**src/rtl/cal_pkg.sv**
```systemverilog
package cal_pkg;

  localparam int unsigned DIG_W    = 4;
  localparam int unsigned FLD_W    = 2 * DIG_W;
  localparam int unsigned DOW_W    = 3;
  localparam int unsigned SUB_LAST = 9;
  localparam int unsigned DOW_LAST = 6;

  typedef logic [FLD_W-1:0] bcd_t;

  // Add one to a two-digit BCD value; the caller bounds the range.
  function automatic bcd_t bcd_inc(input bcd_t v);
    bcd_t r;
    if (v[DIG_W-1:0] == DIG_W'(9))
      r = {v[FLD_W-1:DIG_W] + DIG_W'(1), DIG_W'(0)};
    else
      r = {v[FLD_W-1:DIG_W], v[DIG_W-1:0] + DIG_W'(1)};
    return r;
  endfunction

  // 10*t+u is divisible by 4 exactly when 2*t+u is.
  function automatic logic is_leap(input bcd_t yr);
    logic [DIG_W:0] s;
    s = {yr[FLD_W-1:DIG_W], 1'b0} + {1'b0, yr[DIG_W-1:0]};
    return (s[1:0] == 2'b00);
  endfunction

  function automatic bcd_t month_len(input bcd_t mon, input bcd_t yr);
    bcd_t r;
    case (mon)
      8'h02:                      r = is_leap(yr) ? 8'h29 : 8'h28;
      8'h04, 8'h06, 8'h09, 8'h11: r = 8'h30;
      default:                    r = 8'h31;
    endcase
    return r;
  endfunction

endpackage

```
**src/rtl/cal_rst_sync.sv**
```systemverilog
module cal_rst_sync #(
  parameter int unsigned STAGES = 2
) (
  input  logic clk,
  input  logic rst_n,
  output logic rst_sync_n
);
  logic [STAGES-1:0] pipe;

  always_ff @(posedge clk or negedge rst_n) begin
    if (!rst_n) pipe <= '0;
    else        pipe <= {pipe[STAGES-2:0], 1'b1};
  end

  assign rst_sync_n = pipe[STAGES-1];
endmodule

```
**src/rtl/cal_subsec.sv**
```systemverilog
module cal_subsec #(
  parameter int unsigned W    = 4,
  parameter int unsigned LAST = 9
) (
  input  logic         clk,
  input  logic         rst_n,
  input  logic         run,
  input  logic         tick,
  input  logic         clr,
  output logic [W-1:0] cnt,
  output logic         carry
);
  localparam logic [W-1:0] LAST_V = W'(LAST);

  logic [W-1:0] cnt_d;
  logic         step;
  logic         en;

  assign step  = run & tick & ~clr;
  assign carry = step & (cnt == LAST_V);
  assign en    = step | clr;

  always_comb begin
    cnt_d = cnt;
    if (clr)       cnt_d = '0;
    else if (step) cnt_d = (cnt == LAST_V) ? '0 : cnt + W'(1);
  end

  always_ff @(posedge clk or negedge rst_n) begin
    if (!rst_n)  cnt <= '0;
    else if (en) cnt <= cnt_d;
  end
endmodule

```
**src/rtl/cal_clock.sv**
```systemverilog
module cal_clock
  import cal_pkg::*;
(
  input  logic clk,
  input  logic rst_n,
  input  logic sec_carry,
  input  logic load,
  input  bcd_t ld_sec,
  input  bcd_t ld_min,
  input  bcd_t ld_hour,
  output bcd_t sec,
  output bcd_t min,
  output bcd_t hour,
  output logic day_carry
);
  localparam bcd_t MS_LAST   = 8'h59;
  localparam bcd_t H24_LAST  = 8'h23;
  localparam bcd_t H12_TOP   = 8'h12;
  localparam bcd_t H12_TURN  = 8'h11;
  localparam bcd_t HOUR_RST  = 8'h12;

  bcd_t sec_d, min_d, hour_d;
  bcd_t h24, h12;
  logic pm;
  logic en;

  assign h24 = {2'b00, hour[5:0]};
  assign h12 = {3'b000, hour[4:0]};
  assign pm  = hour[5];
  assign en  = load | sec_carry;

  always_comb begin
    sec_d     = sec;
    min_d     = min;
    hour_d    = hour;
    day_carry = 1'b0;
    if (load) begin
      sec_d  = ld_sec;
      min_d  = ld_min;
      hour_d = ld_hour;
    end else if (sec_carry) begin
      if (sec != MS_LAST) begin
        sec_d = bcd_inc(sec);
      end else begin
        sec_d = '0;
        if (min != MS_LAST) begin
          min_d = bcd_inc(min);
        end else begin
          min_d = '0;
          if (hour[7]) begin
            if (h24 == H24_LAST) begin
              hour_d    = 8'h80;
              day_carry = 1'b1;
            end else begin
              hour_d = {2'b10, 6'(bcd_inc(h24))};
            end
          end else begin
            if (h12 == H12_TOP) begin
              hour_d = {2'b00, pm, 5'h01};
            end else if (h12 == H12_TURN) begin
              hour_d    = {2'b00, ~pm, 5'h12};
              day_carry = pm;
            end else begin
              hour_d = {2'b00, pm, 5'(bcd_inc(h12))};
            end
          end
        end
      end
    end
  end

  always_ff @(posedge clk or negedge rst_n) begin
    if (!rst_n) begin
      sec  <= '0;
      min  <= '0;
      hour <= HOUR_RST;
    end else if (en) begin
      sec  <= sec_d;
      min  <= min_d;
      hour <= hour_d;
    end
  end
endmodule

```
**src/rtl/cal_date.sv**
```systemverilog
module cal_date
  import cal_pkg::*;
(
  input  logic             clk,
  input  logic             rst_n,
  input  logic             day_in,
  input  logic             load,
  input  bcd_t             ld_date,
  input  bcd_t             ld_month,
  input  bcd_t             ld_year,
  input  logic [DOW_W-1:0] ld_dow,
  output bcd_t             date,
  output bcd_t             month,
  output bcd_t             year,
  output logic [DOW_W-1:0] dow
);
  localparam logic [DOW_W-1:0] DOW_END = DOW_W'(DOW_LAST);
  localparam bcd_t MON_LAST  = 8'h12;
  localparam bcd_t YEAR_LAST = 8'h99;

  bcd_t             date_d, month_d, year_d;
  logic [DOW_W-1:0] dow_d;
  bcd_t             last_day;
  logic             en;

  assign last_day = month_len(month, year);
  assign en       = load | day_in;

  always_comb begin
    date_d  = date;
    month_d = month;
    year_d  = year;
    dow_d   = dow;
    if (load) begin
      date_d  = ld_date;
      month_d = ld_month;
      year_d  = ld_year;
      dow_d   = ld_dow;
    end else if (day_in) begin
      dow_d = (dow >= DOW_END) ? '0 : dow + DOW_W'(1);
      if (date >= last_day) begin
        date_d = 8'h01;
        if (month >= MON_LAST) begin
          month_d = 8'h01;
          year_d  = (year == YEAR_LAST) ? '0 : bcd_inc(year);
        end else begin
          month_d = bcd_inc(month);
        end
      end else begin
        date_d = bcd_inc(date);
      end
    end
  end

  always_ff @(posedge clk or negedge rst_n) begin
    if (!rst_n) begin
      date  <= 8'h01;
      month <= 8'h01;
      year  <= '0;
      dow   <= '0;
    end else if (en) begin
      date  <= date_d;
      month <= month_d;
      year  <= year_d;
      dow   <= dow_d;
    end
  end
endmodule

```
**src/rtl/bcd_calendar_top.sv**
```systemverilog
module bcd_calendar_top
  import cal_pkg::*;
(
  input  logic             clk,
  input  logic             rst_n,
  input  logic             tick_en,
  input  logic             wr_en,
  input  logic             wr_stb,
  input  logic             wr_done,
  input  logic [FLD_W-1:0] wr_sec,
  input  logic [FLD_W-1:0] wr_min,
  input  logic [FLD_W-1:0] wr_hour,
  input  logic [FLD_W-1:0] wr_date,
  input  logic [FLD_W-1:0] wr_month,
  input  logic [FLD_W-1:0] wr_year,
  input  logic [DOW_W-1:0] wr_dow,
  output logic [DIG_W-1:0] tenths,
  output logic [FLD_W-1:0] sec,
  output logic [FLD_W-1:0] min,
  output logic [FLD_W-1:0] hour,
  output logic [FLD_W-1:0] date,
  output logic [FLD_W-1:0] month,
  output logic [FLD_W-1:0] year,
  output logic [DOW_W-1:0] dow,
  output logic             running
);
  logic rst_sync_n;
  logic load_acc;
  logic done_acc;
  logic sec_carry;
  logic day_carry;

  assign load_acc = wr_en & wr_stb;
  assign done_acc = wr_en & wr_done;

  cal_rst_sync #(.STAGES(2)) u_rst (
    .clk        (clk),
    .rst_n      (rst_n),
    .rst_sync_n (rst_sync_n)
  );

  always_ff @(posedge clk or negedge rst_sync_n) begin
    if (!rst_sync_n)   running <= 1'b0;
    else if (done_acc) running <= 1'b1;
  end

  cal_subsec #(.W(DIG_W), .LAST(SUB_LAST)) u_sub (
    .clk   (clk),
    .rst_n (rst_sync_n),
    .run   (running),
    .tick  (tick_en),
    .clr   (load_acc | done_acc),
    .cnt   (tenths),
    .carry (sec_carry)
  );

  cal_clock u_clk (
    .clk       (clk),
    .rst_n     (rst_sync_n),
    .sec_carry (sec_carry),
    .load      (load_acc),
    .ld_sec    (wr_sec),
    .ld_min    (wr_min),
    .ld_hour   (wr_hour),
    .sec       (sec),
    .min       (min),
    .hour      (hour),
    .day_carry (day_carry)
  );

  cal_date u_date (
    .clk      (clk),
    .rst_n    (rst_sync_n),
    .day_in   (day_carry),
    .load     (load_acc),
    .ld_date  (wr_date),
    .ld_month (wr_month),
    .ld_year  (wr_year),
    .ld_dow   (wr_dow),
    .date     (date),
    .month    (month),
    .year     (year),
    .dow      (dow)
  );
endmodule

```
**config.mk**
```make
export PLATFORM = sky130hd
export DESIGN_NAME = bcd_calendar_top
export DESIGN_NICKNAME = d
export VERILOG_FILES = /design/src/rtl/cal_pkg.sv /design/src/rtl/cal_rst_sync.sv /design/src/rtl/cal_subsec.sv /design/src/rtl/cal_clock.sv /design/src/rtl/cal_date.sv /design/src/rtl/bcd_calendar_top.sv
export SDC_FILE = /design/constraint.sdc
export NUM_CORES = 1
export LEC_CHECK = 0
export BUFFER_PORTS_ARGS = -buffer_cell sky130_fd_sc_hd__buf_2
export CORE_ASPECT_RATIO = 0.7
export CORE_UTILIZATION = 53
export DETAILED_ROUTE_END_ITERATION = 8
export GPL_TIMING_DRIVEN = 0
export PLACE_DENSITY_LB_ADDON = 0.25
export SLEW_MARGIN = 10
export SYNTH_ARGS = -nofsm -noshare
export SYNTH_HDL_FRONTEND = slang
export SYNTH_SLANG_ARGS = --single-unit
```
**constraint.sdc**
```tcl
create_clock -name clk -period 2.5 [get_ports clk]
set_clock_uncertainty 0.2 [all_clocks]
set_input_delay 0.375 -clock clk [delete_from_list [all_inputs] [get_ports clk]]
set_output_delay 0.375 -clock clk [all_outputs]
set_load 0.02 [all_outputs]
```
==> summary.md, run 1 <==
| Metric | Value |
|---|---|
| Final Util | 0.785 |
| Max_cap viols | 0 |
| Met2 usage in global routing | 0.537 |
| Most used cell, CP | buf_4 |
| Crit end category | flop |
| Global routing met3 resource utilization | 0.127 |
| Synthesized instance count | 433 |
| Slowest stage delay, CP | 0.45 ns |
| Tightest Hold Check Type | input port to flop |
| CTS Sinks | 58 |
| Global route hottest layer | met2 |
| Status | finished, violations left |
| DRC Markers | 0 |
| DIE WIDTH | 104 µm |
| Routed Antenna Nets | 0 |
| Predominant post-synthesis flop cell | dfrtp_1 |
| DR WL/cell | 20.4 µm |
| Clock latency on the worst-skew pair | 0.35 ns |
| Initial Util | 0.560 |
| Post-Synth XOR/XNOR Area | 0.0205 |
| Share of layout cells above drive strength 1 | 0.406 |
| Final total power | 5320 µW |
| Leak pwr | 0.00247 µW |
| Cell depth of the worst setup path | 13 |
| Simple-gate share of the synthesized area | 0.207 |
| Slew @ Worst Pin | 0.706 ns |
| Nets@finish | 663 |
| Largest family of logic cells by synthesized area | compound AO/OA/AOI/OAI gates |
| Crit path buf inv count | 3 |
| Post-synth EDFFs | 0 |
| Netlist Area Pre-Place | 3850 µm² |
| Max Fanout on Critical Path | 4 |
| Grt total ovfl | 0 |
| Seq cells post-synth | 58 |
| Die height | 73.3 µm |
| Antenna cells | 0 |
| Crit-path leading delay family | simple AND/OR/NAND/NOR gates |
| Hold Path Depth | 3 |
| Compound-cell area share of the yosys netlist | 0.241 |
| Largest net degree at the start of global routing | 23 |
| Full die area | 7620 µm² |
| Vias in the first global route | 4,069 |
| R2r worst-path depth | 13 |
| PnR worst setup slack | -0.589 ns |
| Slowest cell on the critical path | dfrtp_2 |
| Port bufs | 112 |
| Post-synthesis adder-cell area fraction | 0.0715 |
| Final hold vios | 0 |
| IO Pins | 113 |
| Clock buffer depth | 2 |
| Global-route usage over all layers | 0.354 |
| TritonCTS buffer count | 9 |
| Pwr dens | 985 nW/µm² |
| Post-synthesis sequential area ratio | 0.378 |
| Async S/R FF share, synth | 1.00 |
| Failing checks | setup timing |
| Fmax achieved | 0.324 GHz |
| Syn nets | 512 |
| IR drop worst, VDD | 774 µV |
| Final period util | 1.24 |
| Synth warn | 0 |
| First-pass GRT wire length | 20.7 mm |
| Core region area | 6880 µm² |
| Synth cell types | 71 |
| GPL Wtd Cong | 0.959 |
| Fin crit period | 3.09 ns |
| DR vias | 4,462 |
| Vias/cell | 6.53 |
| Worst EP required | 2.55 ns |
| Initial antenna violation count | 0 |
| CTS H-tree depth | 3 |
| Mux cell area share after synthesis | 0.0244 |
| Syn_area_per_cell | 8.89 µm² |
| Iter 0 DRT Violations | 480 |
| WL final | 13.9 mm |
| CP cell instances | inv_2, ha_4, mux2i_2, nor4b_2, a21oi_2, ha_1, nor4b_4, o21ai_4, or2_0, buf_4, buf_4, a2bb2oi_1, o221ai_1 |
| Synth-to-Final Area Change | 40.3% |
| Grt met1 use | 0.452 |
| Max-slew headroom | 0.528 |
| Crit path DAT | 3.14 ns |
| RSZ-0062 raised after global routing | true |
| CTS tree | done |
| Final Setup Violations | 24 |
| Clock-pin slew on the worst setup and hold paths | 0.07 ns |
| Pins Over Slew Limit | 0 |
| Startpoint Class | flop |
| WS Path Type | flop to flop |
| Root Driver | clkbuf_8 |
| Hpwl dp | 8.40 mm |
| Initial DRT Pass Iterations | 6 |
| Row cnt | 25 |
## cells in the mapped netlist, drive strengths merged (8+ instances only)
library cell  instances  area (µm²)
nand2                43         161
clkbuf               12        45.0
a31oi                 9        56.3
nor2                 30         113
dfrtp                54        1350
buf                  10        67.6
inv                  28         105
o21ai                37         185
nand3                19        95.1
a22oi                 8        60.1
ha                   22         275
a21oi                23         115
## power by group
group / switching (µW) / internal (µW) / total (µW)
clock network: 410 / 713 / 1120
registers: 429 / 1200 / 1630
logic: 1480 / 1100 / 2570
## metrics by stage
step | cells | instance area, µm² | worst slack, ns | hold WS (ns) | TNS (ns)
after floorplan | 433 | 3890 | -0.302 | -0.121 | -2.09
after global placement | 639 | 4570 | -0.474 | -0.0400 | -16.77
after detailed placement | 641 | 4620 | -0.619 | -0.0379 | -13.21
after CTS | 676 | 5250 | -0.428 | 0.0275 | -7.81
after global routing | 683 | 5400 | -0.665 | 0.0493 | -11.60
final | 683 | 5400 | -0.589 | 0.0237 | -9.95
## final timing paths
| kind | start | to | slack [ns] |
|---|---|---|---|
| min in group asynchronous | u_rst.pipe[1]$_DFF_PN0_ | u_clk.sec[3]$_DFFE_PN0N_ | 0.06 |
| worst min register to register | u_rst.pipe[1]$_DFF_PN0_ | u_clk.sec[3]$_DFFE_PN0N_ | 0.06 |
| worst max register to register | u_date.month[4]$_DFFE_PN0P_ | u_date.date[2]$_DFFE_PN0P_ | -0.59 |
| worst max-delay path | u_date.month[4]$_DFFE_PN0P_ | u_date.date[2]$_DFFE_PN0P_ | -0.59 |
| worst min-delay path | wr_hour[6] | u_clk.hour[6]$_DFFE_PN0P_ | 0.02 |
| max in group asynchronous | u_rst.pipe[1]$_DFF_PN0_ | u_clk.hour[5]$_DFFE_PN0P_ | 1.08 |
## worst reg2reg max path, delay by kind of cell (launching register included)
family,cells,cell delay [ns]
compound gates,4,0.59
buf+inv,3,0.41
fa+ha+maj,2,0.48
flops,1,0.45
mux,1,0.08
simple gates,3,0.77
## cell type report
cell class | count | area, µm²
tap | 94 | 118
clock buffer | 11 | 151
inverter | 28 | 108
sequential | 58 | 1470
clock inverter | 5 | 100
fill | 450 | 1480
buffer | 22 | 134
multi-input combinational | 325 | 2480
timing repair buffer | 140 | 847
## sequential cells by signal (all words and copies together) (netlist names)
signal / flops
running: 1
u_clk.hour: 8
u_clk.min: 8
u_clk.sec: 8
u_date.date: 8
u_date.dow: 3
u_date.month: 8
u_date.year: 8
u_rst.pipe: 2
u_sub.cnt: 4
## cell usage in the layout, fill, tap and decap left out, types with 12 or more instances in the layout
cell type,instances
clkbuf_8,12
o21ai_0,29
nor2_1,29
buf_4,18
nand3_1,18
nand2_1,41
a21oi_1,17
dfrtp_1,47
buf_2,114
inv_1,25
ha_1,19
## metal layers
layer | vias up | share of wire
met3 | 85 | 0.13
met1 | 2085 | 0.40
met5 | - | 0
met2 | 389 | 0.43
li1 | 1903 | -
met4 | 0 | 0.044
## logic make-up (layout without fill, tap and decap cells)
group	after synthesis	in the layout
adders and majority gates	22	22
buffers and inverters	50	206
DFF	58	58
AOI/OAI and AO/OA	135	135
other	1	1
xor gates and xnor gates	9	9
muxes	9	9
and+or+nand+nor	149	149
## timing repair
item / in CTS / in global routing
endpoints found under the hold margin: 14 / 0
setup endpoints to repair: 24 / 36
hold buffers: 2 / 0
pin swaps: 13 / 11
resized for setup: 46 / 32
setup buffers: 17 / 7
Power figures use the tool's default switching activity.
==> inputs of run 2 (changes only) <==
- CAP_MARGIN: unset -> 20
- HOLD_SLACK_MARGIN: unset -> 0.03
==> summary.md, run 2 (synthesized netlist as in run 1, its figures left out) <==
| Metric | Value |
|---|---|
| Die height | 73.3 µm |
| WL final | 13.9 mm |
| CTS H-tree depth | 3 |
| TritonCTS buffer count | 9 |
| Clock-pin slew on the worst setup and hold paths | 0.07 ns |
| DR WL/cell | 20.4 µm |
| CTS tree | done |
| Iter 0 DRT Violations | 453 |
| Vias/cell | 6.51 |
| Hold path startpoint | wr_sec[2] |
| DR vias | 4,450 |
| R2r worst-path depth | 13 |
| RSZ-0062 raised after global routing | true |
| WHS Endpoint | u_clk.sec[2]$_DFFE_PN0N_ |
| Slack of the worst reg-to-reg path | -0.60 ns |
| Final hold vios | 0 |
| Pins Over Slew Limit | 0 |
| Startpoint Class | flop |
| Core region area | 6880 µm² |
| Max Fanout on Critical Path | 4 |
| Pwr dens | 983 nW/µm² |
| Root Driver | clkbuf_8 |
| Worst EP required | 2.54 ns |
| Crit end category | flop |
| Failing checks | setup timing |
| Crit path DAT | 3.14 ns |
| Tightest Hold Check Type | input port to flop |
| Largest net degree at the start of global routing | 23 |
| Routed Antenna Nets | 0 |
| Count of non-filler cells in the finished layout | 684 |
| Port bufs | 112 |
| Max-slew headroom | 0.496 |
| Hold Path Depth | 3 |
| Share of layout cells above drive strength 1 | 0.405 |
| Initial antenna violation count | 0 |
| Placed insts | 641 |
| Synth-to-Final Area Change | 40.6% |
| Placed inst area | 4620 µm² |
| Final Setup Violations | 24 |
| Final period util | 1.24 |
| Hold_ws | 0.0382 ns |
| Nets@finish | 664 |
| Clock buffer depth | 2 |
| Final TNS setup | -9.92 ns |
| GPL Wtd Cong | 0.959 |
| Leak pwr | 0.00248 µW |
| Initial DRT Pass Iterations | 5 |
| Commonest cells after routing, fill and taps aside | 114 x buf_2, 47 x dfrtp_1, 41 x nand2_1 |
| Hpwl dp | 8.40 mm |
| IR drop worst, VDD | 772 µV |
| Grt total ovfl | 0 |
| Fin crit period | 3.10 ns |
| Fmax achieved | 0.322 GHz |
| Most common cell after layout, fill and taps aside | buf_2 |
| Vias in the first global route | 4,081 |
| Status | finished, violations left |
| WS Path Type | flop to flop |
| Clock latency on the worst-skew pair | 0.34 ns |
| Max_cap viols | 0 |
| Initial Util | 0.560 |
| Slew @ Worst Pin | 0.754 ns |
| CTS Sinks | 58 |
| Full die area | 7620 µm² |
| Reg-to-Reg End | u_date.date[2]$_DFFE_PN0P_ |
| DRC Markers | 0 |
| Row cnt | 25 |
| PnR worst setup slack | -0.602 ns |
| IO Pins | 113 |
| FF-to-FF Start | u_date.month[4]$_DFFE_PN0P_ |
| First-pass GRT wire length | 20.7 mm |
| Final total power | 5320 µW |
| Antenna cells | 0 |
| Design area | 5410 µm² |
| DIE WIDTH | 104 µm |
| Global-route usage over all layers | 0.354 |
[run 2: worst max-delay path: stages (launching register included)]
cell	delay [ns]
dfrtp_2	0.45
inv_2	0.08
ha_4	0.16
mux2i_2	0.08
nor4b_2	0.30
a21oi_2	0.12
ha_1	0.32
nor4b_4	0.27
o21ai_4	0.10
or2_0	0.21
buf_4	0.16
buf_4	0.16
a2bb2oi_1	0.13
o221ai_1	0.25
[run 2: area by class of cell]
class | instances | area [µm²]
timing repair buffer | 141 | 857
clock buffer | 11 | 151
fill | 452 | 1470
multi-input combinational | 325 | 2480
clock inverter | 5 | 100
buffer | 22 | 134
tap | 94 | 118
sequential | 58 | 1470
inverter | 28 | 108
[run 2: repair_timing]
action / in CTS / in global routing
endpoints found under the setup margin: 24 / 36
endpoints found under the hold margin: 15 / 0
buffers inserted: 17 / 7
hold buffers: 3 / 0
pin swaps: 13 / 11
resized for setup: 46 / 32
[run 2: worst max path at each step]
stage          cells past startpoint                          to  slack (ns)                   startpoint
2_1_floorplan                     12  u_date.date[3]$_DFFE_PN0P_       -0.30  u_date.month[4]$_DFFE_PN0P_
3_3_place_gp                      11  u_date.date[5]$_DFFE_PN0P_       -0.47  u_date.month[4]$_DFFE_PN0P_
3_5_place_dp                      11  u_date.year[7]$_DFFE_PN0P_       -0.62  u_date.month[0]$_DFFE_PN1P_
4_1_cts                           12  u_date.date[1]$_DFFE_PN0P_       -0.43  u_date.month[4]$_DFFE_PN0P_
5_1_grt                           13  u_date.date[2]$_DFFE_PN0P_       -0.67  u_date.month[4]$_DFFE_PN0P_
6_report                          13  u_date.date[2]$_DFFE_PN0P_       -0.60  u_date.month[4]$_DFFE_PN0P_
[run 2: report_power, final]
part	switching, µW	internal (µW)
clock	403	714
combinational	1480	1100
sequential	427	1200
[run 2: routing by layer]
layer,share of wire,global-route usage,vias up
li1,-,-,1900
met1,0.39,0.452,2087
met2,0.44,0.539,384
met3,0.12,0.127,79
met4,0.045,0.178,0
met5,0,0,-
[run 2: metrics by stage]
step | worst slack [ns] | utilization
5_1_grt | -0.665 | 0.787
3_5_place_dp | -0.619 | 0.671
6_report | -0.602 | 0.787
3_3_place_gp | -0.474 | 0.664
4_1_cts | -0.428 | 0.764
2_1_floorplan | -0.302 | -
==> inputs of run 3 (changes only) <==
- HOLD_SLACK_MARGIN: 0.03 -> 0.05
==> summary.md, run 3 (synthesized netlist as in run 1, its figures left out) <==
| Metric | Value |
|---|---|
| RSZ-0062 raised after global routing | true |
| Die height | 73.3 µm |
| Vias in the first global route | 4,176 |
| Psw | 2310 µW |
| Initial Util | 0.560 |
| Root Driver | clkbuf_8 |
| Pre-CTS WS | -0.619 ns |
| Initial antenna violation count | 0 |
| DIE WIDTH | 104 µm |
| Port bufs | 112 |
| CTS Sinks | 58 |
| Iter 0 DRT Violations | 523 |
| DR WL/cell | 20.3 µm |
| Final hold vios | 0 |
| Failing checks | setup timing |
| Startpoint Class | flop |
| Int Power | 3010 µW |
| Fin crit period | 3.07 ns |
| Max-slew headroom | 0.501 |
| Clock power frac | 0.213 |
| Pwr dens | 965 nW/µm² |
| CTS tree | done |
| Fmax achieved | 0.326 GHz |
| Clock-pin slew on the worst setup and hold paths | 0.07 ns |
| Combinational Power Share | 0.482 |
| Clock buffer depth | 2 |
| Routed Antenna Nets | 0 |
| WS Path Type | flop to flop |
| Grt total ovfl | 0 |
| Most common cell after layout, fill and taps aside | buf_2 |
| First-pass GRT wire length | 20.9 mm |
| Switching Fraction | 0.434 |
| Final Util | 0.803 |
| Vias/cell | 6.48 |
| WL final | 14.2 mm |
| Final Setup Violations | 24 |
| Hpwl dp | 8.40 mm |
| Final period util | 1.23 |
| Sequential share of power | 0.305 |
| Global-route usage over all layers | 0.357 |
| DRC Markers | 0 |
| Worst EP required | 2.57 ns |
| DR vias | 4,520 |
| Max_cap viols | 0 |
| IO Pins | 113 |
| Slew @ Worst Pin | 0.746 ns |
| Leak pwr | 0.00253 µW |
| Largest net degree at the start of global routing | 23 |
| Pins Over Slew Limit | 0 |
| IR drop worst, VDD | 791 µV |
| GPL Wtd Cong | 0.959 |
| CTS H-tree depth | 3 |
| Commonest cells after routing, fill and taps aside | 114 x buf_2, 47 x dfrtp_1, 41 x nand2_1 |
| Placed insts | 641 |
| TritonCTS buffer count | 9 |
| Initial DRT Pass Iterations | 5 |
| Core region area | 6880 µm² |
| Share of layout cells above drive strength 1 | 0.400 |
| Status | finished, violations left |
| Tightest Hold Check Type | flop to async pin |
| Nets@finish | 677 |
| Clock latency on the worst-skew pair | 0.35 ns |
| Antenna cells | 0 |
| Synth-to-Final Area Change | 43.4% |
| Full die area | 7620 µm² |
| PnR worst setup slack | -0.566 ns |
| Fillers | 429 |
| Crit path DAT | 3.14 ns |
| Crit end category | flop |
| Max Fanout on Critical Path | 4 |
| Count of non-filler cells in the finished layout | 697 |
| Row cnt | 25 |
[run 3: changes by cell type in the layout (fill, tap and decap cells not counted), sizes merged]
cell         previous run  this run
dlygate4sd3             3        12
buf                   145       149
[run 3: timing repair]
action,4_1_cts,5_1_grt
hold endpoints to repair,24,0
setup endpoints to repair,24,36
gates resized for setup,46,31
pin swaps,13,8
buffers inserted,17,11
hold buffers,12,0
[run 3: area by class of cell]
class,instances,area [µm²],area share
Clock inverter,5,100,0.0181
Inverter,28,108,0.0195
Clock buffer,11,151,0.0274
Tap cell,94,118,0.0213
Multi-Input combinational cell,325,2470,0.447
Timing Repair Buffer,154,977,0.177
Sequential cell,58,1470,0.265
Buffer,22,134,0.0242
[run 3: layer usage]
metal | global-route usage | part of all wire
met1 | 0.461 | 0.39
met2 | 0.547 | 0.44
met3 | 0.112 | 0.13
met4 | 0.190 | 0.043
met5 | 0 | 0
[run 3: worst max-delay path, stage by stage (launching register included)]
cell,delay (ns)
dfrtp_2,0.45
inv_2,0.09
ha_4,0.15
mux2i_2,0.08
nor4b_2,0.29
a21oi_2,0.12
ha_1,0.32
nor4b_4,0.28
o21ai_4,0.10
or2_0,0.21
buf_4,0.16
or3_4,0.37
o221ai_2,0.16
[run 3: power by group through the flow]
stage	clock [µW]	combinational (µW)	sequential (µW)
floorplan	0	932	1800
global placement	0	1700	1570
detailed placement	0	1790	1580
CTS	1120	2300	1570
global route	1170	2690	1640
finish	1130	2570	1630
[run 3: worst paths after layout]
kind | start | end | slack (ns) | depth (start not counted)
setup / recovery | u_date.month[4]$_DFFE_PN0P_ | u_date.date[3]$_DFFE_PN0P_ | -0.57 | 12
hold / removal | u_rst.pipe[1]$_DFF_PN0_ | u_clk.sec[1]$_DFFE_PN0N_ | 0.05 | 1
setup reg to reg | u_date.month[4]$_DFFE_PN0P_ | u_date.date[3]$_DFFE_PN0P_ | -0.57 | 12
hold reg to reg | u_rst.pipe[1]$_DFF_PN0_ | u_clk.sec[1]$_DFFE_PN0N_ | 0.05 | 1
max in group asynchronous | u_rst.pipe[1]$_DFF_PN0_ | u_clk.hour[5]$_DFFE_PN0P_ | 1.08 | 1
min in group clk | wr_hour[1] | u_clk.hour[1]$_DFFE_PN1P_ | 0.05 | 3
[run 3: per-stage QoR]
step,instance area (µm²),total power (µW),setup TNS [ns],hold slack [ns]
after floorplan,3890,2730,-2.09,-0.121
after global placement,4570,3270,-16.77,-0.0400
after detailed placement,4620,3360,-13.21,-0.0379
after CTS,5350,4980,-7.81,0.0526
after global routing,5520,5500,-12.04,0.0549
final,5520,5330,-10.21,0.0460
